<file path="src/rtl/kcs_recovery_port.sv">
module kcs_recovery_port #(
  parameter logic [7:0] DEBUG_CODE = 8'h44
) (
  input  logic       clk,
  input  logic       rst,
  input  logic       host_wr,
  input  logic       host_rd,
  input  logic       host_cmd_sel,
  input  logic [7:0] host_wdata,
  output logic [7:0] host_rdata,
  input  logic       loc_wr,
  input  logic       loc_rd,
  input  logic [1:0] loc_addr,
  input  logic [7:0] loc_wdata,
  output logic [7:0] loc_rdata,
  output logic       loc_irq,
  output logic       dbg_req
);
  localparam logic [1:0] LA_DATA = 2'd0;
  localparam logic [1:0] LA_STAT = 2'd1;
  localparam logic [1:0] LA_CTRL = 2'd2;
  localparam logic [7:0] SW_MASK = 8'hF4;

  logic [7:0] idr, odr, sw_bits;
  logic       ibf, obf, cd, ien;
  logic [7:0] status;

  wire loc_drain = loc_rd && loc_addr == LA_DATA;
  wire loc_fill  = loc_wr && loc_addr == LA_DATA;
  wire host_drain = host_rd && !host_cmd_sel;

  assign status     = sw_bits | {4'b0, cd, 1'b0, ibf, obf};
  assign host_rdata = host_cmd_sel ? status : odr;
  assign loc_irq    = ibf && ien;

  always_comb begin
    case (loc_addr)
      LA_DATA: loc_rdata = idr;
      LA_STAT: loc_rdata = status;
      LA_CTRL: loc_rdata = {7'b0, ien};
      default: loc_rdata = 8'h00;
    endcase
  end

  always_ff @(posedge clk) begin
    if (rst) begin
      idr <= '0; odr <= '0; sw_bits <= '0;
      ibf <= 1'b0; obf <= 1'b0; cd <= 1'b0; ien <= 1'b0;
      dbg_req <= 1'b0;
    end else begin
      dbg_req <= loc_drain && ibf && idr == DEBUG_CODE;
      if (host_wr) begin
        idr <= host_wdata;
        cd  <= host_cmd_sel;
        ibf <= 1'b1;
      end else if (loc_drain) begin
        ibf <= 1'b0;
      end
      if (loc_fill) begin
        odr <= loc_wdata;
        obf <= 1'b1;
      end else if (host_drain) begin
        obf <= 1'b0;
      end
      if (loc_wr && loc_addr == LA_STAT) sw_bits <= loc_wdata & SW_MASK;
      if (loc_wr && loc_addr == LA_CTRL) ien <= loc_wdata[0];
    end
  end

  a_r2_host_write_sets_full: assert property (@(posedge clk) disable iff (rst)
    host_wr |=> (status[1] && status[3] == $past(host_cmd_sel)));
  a_r3_drain_clears_full: assert property (@(posedge clk) disable iff (rst)
    (loc_drain && !host_wr) |=> !status[1]);
  a_r4_fill_sets_obf: assert property (@(posedge clk) disable iff (rst)
    loc_fill |=> status[0]);
  a_r5_sw_bits_hold: assert property (@(posedge clk) disable iff (rst)
    !(loc_wr && loc_addr == LA_STAT) |=> $stable(status & SW_MASK));
  a_r6_pulse_needs_full: assert property (@(posedge clk) disable iff (rst)
    dbg_req |-> $past(status[1]));
  a_r7_irq_follows_full: assert property (@(posedge clk) disable iff (rst)
    loc_irq |-> status[1]);
endmodule

</file>
<file path="config.mk">
export PLATFORM = sky130hd
export DESIGN_NAME = kcs_recovery_port
export DESIGN_NICKNAME = d
export VERILOG_FILES = /design/src/rtl/kcs_recovery_port.sv
export SDC_FILE = /design/constraint.sdc
export NUM_CORES = 1
export LEC_CHECK = 0
export BUFFER_PORTS_ARGS = -buffer_cell sky130_fd_sc_hd__clkbuf_2
export CELL_PAD_IN_SITES_DETAIL_PLACEMENT = 1
export CELL_PAD_IN_SITES_GLOBAL_PLACEMENT = 2
export CORE_UTILIZATION = 25
export DETAILED_ROUTE_END_ITERATION = 8
export PLACE_DENSITY_LB_ADDON = 0.1
export SYNTH_ARGS = -nofsm -noshare
export SYNTH_HDL_FRONTEND = slang
export SYNTH_SLANG_ARGS = --single-unit
</file>
<file path="constraint.sdc">
create_clock -name clk -period 3 [get_ports clk]
set_input_delay 0.3 -clock clk [delete_from_list [all_inputs] [get_ports clk]]
set_output_delay 0.3 -clock clk [all_outputs]
set_load 0.05 [all_outputs]
</file>
-- Word-level counts from Yosys, hierarchy flattened
Index checks and enable logic that the tools add are counted.
Widths: inputs -> output; s select.
- flip-flop bits (word level): 26
- input port bits: 25
- output and inout bits: 18
- word-level logic and storage cells: 30
- equal/unequal tests: 3
- mux-type cells: 6
- bitwise logic cells: 1
- reductions and logical operators: 12
- operator list (cell ; number):
    $pmux 8 s3 ; 1
    $eq 8x7->1 const B ; 1
    $logic_and 1x1->1 ; 8
    $mux 8 ; 1
    $or 8x4->8 ; 1
    $mux 1 ; 4
    $reduce_bool 2->1 ; 2
    $eq 2x1->1 const B ; 1
    $eq 2x2->1 const B ; 1
    $logic_not 2->1 ; 1
    $logic_not 1->1 ; 1

-- Longest topological paths before layout
Gate-level depths: netlist of run 1.
- depth after elaboration: 4
- gate-level depth with buffers: 4
- mapped depth without buffers: 3

-- Worst setup path before layout of run 1
No wires, ideal clock.
- path type: input port to output port
- start point: input loc_addr[1]
- end point: output loc_rdata[0]
- arrival time: 1.659 ns
- data required time: 2.700 ns
- path slack: 1.041 ns
- stages: 3
- buffers on the path: 1
- cell sequence: buf_2 > mux2i_1 > o21ai_0
- cells in the longest elaborated chain, start to end: 2
- elaborated cells between the ends (all ways): 4
- those cells by class: eq/ne (2); mux (1); reduce/logical (1)
- ends and longest elaborated chain (item ; line ; RTL):
    from (decl) ; 13 ; input logic [1:0] loc_addr,
    $eq 2x2->1, or another cell as far along ; 37 ; case (loc_addr)
    $pmux 8 s3 (*) ; 37 ;
    to (decl) ; 15 ; output logic [7:0] loc_rdata,
Every way passes the cells marked *; elsewhere a longest branch is shown, timed or not.

-- Worst setup path in the final report of run 1
- start point: input loc_addr[0]
- end point: register odr[6]
- cells in the longest elaborated chain, start to end: 2
- ends and longest elaborated chain (item ; line ; RTL):
    $logic_not 2->1 ; 29 ; wire loc_fill = loc_wr && loc_addr == LA_DATA;
    $logic_and 1x1->1 ; 29 ;
    to (signal assigned) ; 60 ; odr <= loc_wdata;
    to (decl) ; 24 ; logic [7:0] idr, odr, sw_bits;
No other way between the ends.
A chain may end at the register's enable or synchronous reset.

==> results of run 1 <==
==> sequential cells by signal, summed over array words and instances, names as in the netlist <==
name and count:
sw_bits 5, obf 1, ien 1, ibf 1, idr 8, odr 8, dbg_req 1, cd 1
==> cell type report <==
class	instances	area, sq um
clock inverter	1	30.0
timing repair buffer	42	210
fill	542	3000
sequential	26	520
tap	52	65.1
clock buffer	3	41.3
multi-input combinational	85	641
==> cell families (layout without fill, tap and decap cells) <==
kind of cell,Yosys count,in the layout,synth area share [%]
and+or+nand+nor,43,43,18.6
AOI/OAI and AO/OA,3,3,1.24
DFF,26,26,43.0
buffers and inverters,8,46,4.13
muxes,39,39,33.1
==> layer usage <==
metal	GRT usage (%)	vias to the layer above	wire (um)	part of all wire (%)
met5	0	-	0	0
met4	3.92	0	19	0.66
met3	2.25	2	100	3.5
met2	20.6	24	1400	49
met1	15.2	447	1350	47
li1	-	480	-	-
==> cells in the mapped netlist <==
library cell	n	area share [%]
nor2_1	32	9.9
mux2i_1	31	26
dfxtp_1	26	43
mux2_2	8	7.4
buf_2	4	1.7
nand3b_1	3	1.9
a21oi_1	2	0.83
buf_6	2	1.9
clkbuf_1	2	0.62
and2_1	1	0.52
nand2b_1	1	0.52
nand3b_2	1	0.93
nor3_2	1	0.83
nor3b_2	1	1.0
nor4b_2	1	1.2
o21ai_0	1	0.41
or3b_4	1	0.93
or4b_1	1	0.83
==> worst min-delay path: cells and delay by family <==
family / cells / cell delay (ns)
and+or+nand+nor: 1 / 0.07
muxes: 1 / 0.05
buffers and inverters: 1 / 0.08
==> per-stage QoR <==
step | hold slack, ns | utilization (%) | setup WS, ns | instances | power, mW
6_report | 0.264 | 33.5 | 1.47 | 209 | 0.788
5_1_grt | 0.257 | 33.5 | 1.31 | 209 | 0.827
4_1_cts | 0.259 | 33.5 | 1.43 | 209 | 0.802
3_5_place_dp | 0.489 | 31.9 | 1.13 | 205 | 0.506
3_3_place_gp | 0.468 | 31.9 | 1.18 | 205 | 0.504
2_1_floorplan | 0.444 | - | 1.04 | 119 | 0.469
==> power by group through the flow <==
| stage | clock network [mW] | logic [mW] | registers [mW] |
|---|---|---|---|
| floorplan | 0 | 0.0938 | 0.376 |
| global placement | 0 | 0.123 | 0.380 |
| detailed placement | 0 | 0.125 | 0.381 |
| CTS | 0.304 | 0.126 | 0.373 |
| global route | 0.318 | 0.134 | 0.375 |
| finish | 0.293 | 0.123 | 0.372 |
==> how the worst max path moves through the flow <==
stage	to	cells past startpoint
after floorplan	loc_rdata[0]	3
after global placement	odr[4]	4
after detailed placement	odr[6]	4
after CTS	odr[6]	4
after global routing	odr[7]	4
final	odr[6]	4
==> results.txt, run 1 <==
Status: finished, final reports clean
Starting Density: 26.9%
Actual slew at the worst max-slew pin: 0.914 ns
Initial antenna violation count: 0
Seq cells post-synth: 26
Leak pwr: 0.732 nW
Post-Syn Area: 1210 sq um
Crit end category: flop
# nets final: 183
Sw Ratio: 25.7%
Period utilization: 51.1%
First-pass GRT wire length: 4730 um
Unique masters post-synth: 18
Cell Rows: 24
DP Wirelength: 2190 um
Vias in the first global route: 995
Layout cell share with drive strength beyond 1: 37.6%
Achievable frequency: 0.652 GHz
Routed length per instance: 13.7 um
Slew margin rel.: 38.8%
CTS tree: yes
Ant. Diodes: 0
Die Wd: 71.6 um
Largest net degree at the start of global routing: 27
Commonest non-fill, non-tap cell in the layout: clkbuf_2
Max Slew Vio Count: 0
Routability Congestion: 0.730
Die Footprint: 5130 sq um
Syn Area/Cell: 10.2 sq um
Max_cap viols: 0
DRC viols: 0
Net Switching: 0.203 mW
Area of placed instances: 1440 sq um
PwrDens: 523 nW/um^2
Crit path max-delay family: simple AND/OR/NAND/NOR gates
Initial DRC Count: 14
Max incr delay on CP: 0.82 ns
Ys Warns: 0
Cts hold-fix bufs: 0
Port Buffers: 42
Worst Path Buf+Inv: 1
Clk_skew: 0.00265 ns
Min Tclk post-route: 1.53 ns
Worst R2R End: dbg_req
Detailed-route via count: 953
# setup viols final: 0
CP Max Fanout: 13
# Post-CTS Setup Buffers: 0
Bufs on Longest Clock Path: 2
Unrepaired setup endpoints after global routing: no
Post-CTS sizing: 0
Clock transition at path regs: 0.10 ns
Final Routed Wirelength: 2870 um
Critical path cell sequence: clkbuf_2 > nor3b_2 > mux2i_1 > nor2_1
First-pass detailed-route iteration total: 3
Post-synthesis sequential area ratio: 43.0%
Synthesized net count: 144
TritonCTS buffer count: 3
Most frequent cells in the layout: 42 x clkbuf_2, 32 x nor2_1, 31 x mux2i_1
I/O pin count: 43
Hold Startpoint: loc_wdata[3]
Final hold vios: 0
Total congestion overflow: 0
Clk_lat worst skew: 0.27 ns
Worst Path Required: 3.15 ns
R2R setup slack: 1.96 ns
FF-to-FF Start: idr[7]
Comb pwr share: 15.7%
Crit path launch: loc_addr[0]
Hold EP: odr[3]
Routed Antenna Nets: 0
Cell count after synthesis: 119
CTS Root Cell: clkbuf_8
Post-Layout Inst Area: 1510 sq um
Peak VDD IR: 0.000199 V
Tot GR Track Use: 12.0%
Layout area overhead: 24.5%
Int Power: 0.585 mW
TNS Setup: 0 ns
Register share of total power: 47.2%
Setup CP Type: in2reg
Clk network pwr share: 37.1%
Worst hold path stage count: 3
Crit path DAT: 1.68 ns
Reg2Reg Depth: 2
Worst hold path class: in2reg
Routed vias/inst: 4.56
Worst setup SP type: input port
Depth of the CTS H-tree: 1
Core Area: 4500 sq um
Die Ht: 71.6 um
Sink Count: 26
Critical Path Slowest Stage Cell: nor3b_2
Power figures use the tool's default switching activity.
==> run 2, diff against run 1 <==
- clock period: 3 -> 1.5 ns (I/O delays scaled with it)
==> run 2 against run 1 <==
Combinational power is 100% higher; clock skew decreased by 0.0023 ns; non-clock buffer count up 2; global-route usage rose by 0.45 points; first-iteration DRC count up 29%; sequential share of layout area shrank 0.34 points; clock power up 98%; wire length rose by 1.8%; core utilization up 0.33 points; total power grew 100%.
==> results.txt, run 2 (same netlist as run 1, synthesis figures left out) <==
Status: finished, final reports clean
Worst hold path class: in2reg
Routability Congestion: 0.769 (+5.4%)
Reg2Reg Depth: 3 (+1)
Post-CTS sizing: 0 (unchanged)
Total congestion overflow: 0 (unchanged)
Tot GR Track Use: 12.5% (+0.45 points)
Fill cells: 544 (+0.37%)
PwrDens: 1030 nW/um^2 (+98%)
Critical path cell sequence: mux2i_1 > nor2_1 > clkbuf_2
Total chip power: 1.57 mW (+100%)
Top flop regs: idr (8), odr (8), sw_bits (5)
Min Tclk post-route: 1.31 ns
Unrepaired setup endpoints after global routing: no
FF-to-FF Start: idr[4]
Max_cap viols: 0 (unchanged)
Routed vias/inst: 4.54 (-0.53%)
Crit path DAT: 1.16 ns (-0.52 ns)
Worst R2R End: dbg_req
Clock transition at path regs: 0.09 ns (about the same)
Peak VDD IR: 0.000355 V (+78%)
Initial antenna violation count: 0 (unchanged)
Detailed-route via count: 957 (+0.42%)
Fin Hold WS: 0.117 ns (-0.147 ns)
Routed length per instance: 13.9 um (+0.88%)
Die Wd: 71.6 um (unchanged)
Starting Density: 26.9% (unchanged)
R2R setup slack: 0.41 ns (-1.55 ns)
First-pass GRT wire length: 4990 um (+5.5%)
Layout cell share with drive strength beyond 1: 38.4% (+0.79 points)
Max Slew Vio Count: 0 (unchanged)
Max incr delay on CP: 0.41 ns (-0.41 ns)
TNS Setup: 0 ns (unchanged)
Worst setup SP type: flop
# setup viols final: 0 (unchanged)
TritonCTS buffer count: 3 (unchanged)
Sink Count: 26 (unchanged)
First-pass detailed-route iteration total: 3 (unchanged)
Clk_lat worst skew: 0.26 ns (about the same)
Leak pwr: 0.742 nW (+1.4%)
Ant. Diodes: 0 (unchanged)
Core Area: 4500 sq um (unchanged)
Achievable frequency: 0.761 GHz
Die Ht: 71.6 um (unchanged)
CP Max Fanout: 5 (-8)
Worst Path Required: 1.35 ns (-1.80 ns)
Most frequent cells in the layout: 42 x clkbuf_2, 32 x nor2_1, 31 x mux2i_1
Cts hold-fix bufs: 0 (unchanged)
Cell Rows: 24 (unchanged)
Largest net degree at the start of global routing: 26 (-3.7%)
Depth of the CTS H-tree: 1 (unchanged)
Routed Antenna Nets: 0 (unchanged)
Vias in the first global route: 1015 (+2.0%)
Crit path max-delay family: flip-flops
CTS Root Cell: clkbuf_8
Period utilization: 87.6%
Worst Path Buf+Inv: 1 (unchanged)
Bufs on Longest Clock Path: 2 (unchanged)
Crit end category: primary output
Actual slew at the worst max-slew pin: 0.353 ns (-0.561 ns)
Critical Path Slowest Stage Cell: dfxtp_1
Commonest non-fill, non-tap cell in the layout: clkbuf_2
Final hold vios: 0 (unchanged)
# Post-CTS Setup Buffers: 0 (unchanged)
Initial DRC Count: 18 (+4)
Final Routed Wirelength: 2930 um (+1.8%)
Hold Startpoint: loc_wdata[1]
Slew margin rel.: 76.5% (+38 points)
Worst hold path stage count: 3 (unchanged)
# nets final: 185 (+1.1%)
Port Buffers: 42 (unchanged)
DRC viols: 0 (unchanged)
Layout area overhead: 25.7%
Setup CP Type: reg2out
Clk_skew: 0.000388 ns (-0.00226 ns)
Hold EP: odr[1]
Die Footprint: 5130 sq um (unchanged)
I/O pin count: 43 (unchanged)
DP Wirelength: 2280 um (+4.1%)
CTS tree: yes
-- run 2: per-stage QoR --
step	cell area [sq um]	worst slack [ns]	cells	util (%)
floorplan	1210	0.218	119	-
global placement	1450	0.286	207	32.2
detailed placement	1450	0.247	207	32.2
CTS	1520	0.156	211	33.8
global route	1520	0.0846	211	33.8
finish	1520	0.187	211	33.8
-- run 2: how the worst max path moves through the flow --
stage                      startpoint           end  slack [ns]  cells after the start
after floorplan           loc_addr[1]  loc_rdata[0]        0.22                      3
after global placement    loc_addr[0]        odr[4]        0.29                      5
after detailed placement  loc_addr[0]        odr[1]        0.25                      5
after CTS                         ibf  loc_rdata[1]        0.16                      3
after global routing           idr[4]  loc_rdata[4]        0.08                      3
final                             ibf  loc_rdata[1]        0.19                      3
-- run 2: worst min-delay path: cells and delay by family --
| kind | cells | cell delay [ns] |
|---|---|---|
| mux | 1 | 0.06 |
| simple gates | 1 | 0.07 |
| buf+inv | 1 | 0.08 |
-- run 2: layout make-up --
type | count | area [sq um] | share of cell area (%)
sequential | 26 | 520 | 34.2
clock inverter | 1 | 30.0 | 1.97
clock buffer | 3 | 41.3 | 2.71
timing repair buffer | 44 | 225 | 14.8
tap | 52 | 65.1 | 4.27
multi-input combinational | 85 | 641 | 42.1
-- run 2: power by group --
| group | internal [mW] | switching, mW |
|---|---|---|
| combinational | 0.0964 | 0.156 |
| clock | 0.357 | 0.222 |
| sequential | 0.720 | 0.0235 |
-- run 2: routing by layer --
| layer | vias up | wire length (um) | track usage [%] |
|---|---|---|---|
| li1 | 485 | - | - |
| met1 | 446 | 1360 | 16.7 |
| met2 | 24 | 1430 | 20.9 |
| met3 | 2 | 113 | 2.53 |
| met4 | 0 | 19 | 2.61 |
| met5 | - | 0 | 0 |
==> run 3, diff against run 2 <==
- clock period: 1.5 -> 1.4 ns (I/O delays scaled with it)
==> run 3 against run 2 <==
Sequential cell count unchanged; critical path type unchanged; clock skew increased by 0.0085 ns; setup slack worse by 0.085 ns; largest power group unchanged.
==> results.txt, run 3 (same netlist as run 1, synthesis figures left out) <==
Total congestion overflow: 0 (unchanged)
Initial antenna violation count: 0 (unchanged)
Layout area overhead: 26.3%
Die Ht: 71.6 um (unchanged)
Unrepaired setup endpoints after global routing: no
Layout cell share with drive strength beyond 1: 38.8% (+0.39 points)
First-pass GRT wire length: 5080 um (+1.8%)
Layer with the highest usage: met2
Bufs on Longest Clock Path: 2 (unchanged)
Crit end category: primary output
Critical Path Slowest Stage Cell: dfxtp_1
CTS Root Cell: clkbuf_8
# setup viols final: 0 (unchanged)
Place WS: 0.195 ns (-0.0528 ns)
Met1 Usage GRT: 15.4% (-1.3 points)
# Post-CTS Setup Buffers: 0 (unchanged)
CP Max Fanout: 5 (unchanged)
Port Buffers: 42 (unchanged)
Core Area: 4500 sq um (unchanged)
GR met2 Demand/Resource: 23.5% (+2.6 points)
Top flop regs: idr (8), odr (8), sw_bits (5)
Routed length per instance: 14.2 um (+2.7%)
Routed vias/inst: 4.54 (about the same)
Crit path DAT: 1.16 ns (about the same)
Die Wd: 71.6 um (unchanged)
Hold Startpoint: loc_wdata[1]
Depth of the CTS H-tree: 1 (unchanged)
Setup CP Type: reg2out
Starting Density: 26.9% (unchanged)
Worst Path Buf+Inv: 1 (unchanged)
Clock transition at path regs: 0.10 ns (about the same)
TNS Setup: 0 ns (unchanged)
Clk_skew: 0.00887 ns (+0.00848 ns)
Peak VDD IR: 0.000421 V (+19%)
Crit path launch: ibf
Largest net degree at the start of global routing: 26 (unchanged)
DP Wirelength: 2370 um (+4.1%)
Routed Antenna Nets: 0 (unchanged)
Initial DRC Count: 11 (-7)
GR Util met3: 2.67% (+0.14 points)
Worst setup SP type: flop
Routability Congestion: 0.725 (-5.7%)
Non-Filler Instances: 212 (+0.47%)
Clk_lat worst skew: 0.27 ns (about the same)
Actual slew at the worst max-slew pin: 0.314 ns (-0.0394 ns)
Most frequent cells in the layout: 42 x clkbuf_2, 32 x nor2_1, 31 x mux2i_1
Vias in the first global route: 1043 (+2.8%)
I/O pin count: 43 (unchanged)
Sink Count: 26 (unchanged)
Max incr delay on CP: 0.41 ns (about the same)
Setup ws final: 0.102 ns (-0.0850 ns)
PwrDens: 1100 nW/um^2 (+6.7%)
Critical path cell sequence: mux2i_1 > nor2_1 > clkbuf_2
Crit path max-delay family: flip-flops
Leak pwr: 0.746 nW (+0.65%)
Total chip power: 1.69 mW (+7.2%)
Tot GR Track Use: 12.9% (+0.41 points)
Die Footprint: 5130 sq um (unchanged)
Ant. Diodes: 0 (unchanged)
Cts hold-fix bufs: 0 (unchanged)
Commonest non-fill, non-tap cell in the layout: clkbuf_2
Fill cells: 539 (-0.92%)
Post-CTS sizing: 0 (unchanged)
TritonCTS buffer count: 3 (unchanged)
Min Tclk post-route: 1.30 ns
Worst Path Required: 1.26 ns (-0.09 ns)
Dpl cells: 208 (+0.48%)
First-pass detailed-route iteration total: 3 (unchanged)
Achievable frequency: 0.770 GHz
Post-Layout Inst Area: 1530 sq um (+0.49%)
DRC viols: 0 (unchanged)
Max Slew Vio Count: 0 (unchanged)
Period utilization: 92.7%
Max_cap viols: 0 (unchanged)
Detailed-route via count: 962 (+0.52%)
FF-to-FF Start: idr[7]
Area of placed instances: 1460 sq um (+0.52%)
# nets final: 186 (+0.54%)
Final hold vios: 0 (unchanged)
Slew margin rel.: 79.1% (+2.6 points)
Cell Rows: 24 (unchanged)
Final Routed Wirelength: 3020 um (+3.2%)
Status: finished, final reports clean
CTS tree: yes
Worst hold path class: in2reg
## run 3: cell count changes in the layout (fill, tap and decap cells not counted)
cell	before	now
buf_4	2	3
## run 3: final timing paths
kind,cells past startpoint,to,slack (ns)
worst min-delay path,3,odr[1],0.11
worst max-delay path,3,loc_rdata[1],0.10
worst max register to register,2,dbg_req,0.34
worst min register to register,2,odr[6],0.50
## run 3: layer usage
metal	share of wire, %	routed length (um)	vias up
met4	0.63	19	0
met3	4.4	134	2
met5	0	0	-
met2	50	1520	24
met1	44	1340	449
li1	-	-	487
## run 3: worst min-delay path: cells and delay by family
kind                   cells  cell delay [ns]
muxes                      1             0.06
buffers and inverters      1             0.08
and+or+nand+nor            1             0.07
## run 3: cell type report
| class | count | area, sq um | area share, % |
|---|---|---|---|
| multi-input combinational | 85 | 641 | 41.9 |
| clock inverter | 1 | 30.0 | 1.96 |
| clock buffer | 3 | 41.3 | 2.70 |
| timing repair buffer | 45 | 233 | 15.2 |
| sequential | 26 | 520 | 34.0 |
| tap | 52 | 65.1 | 4.25 |
## run 3: through the flow
step / hold WS (ns) / utilization (%)
2_1_floorplan: 0.284 / -
3_3_place_gp: 0.376 / 32.4
3_5_place_dp: 0.386 / 32.4
4_1_cts: 0.103 / 34.0
5_1_grt: 0.114 / 34.0
6_report: 0.108 / 34.0
## run 3: power breakdown
group / internal [mW] / switching (mW) / total, mW
Clock: 0.382 / 0.237 / 0.620
Combinational: 0.105 / 0.167 / 0.272
Sequential: 0.772 / 0.0250 / 0.797
Total: 1.26 / 0.429 / 1.69
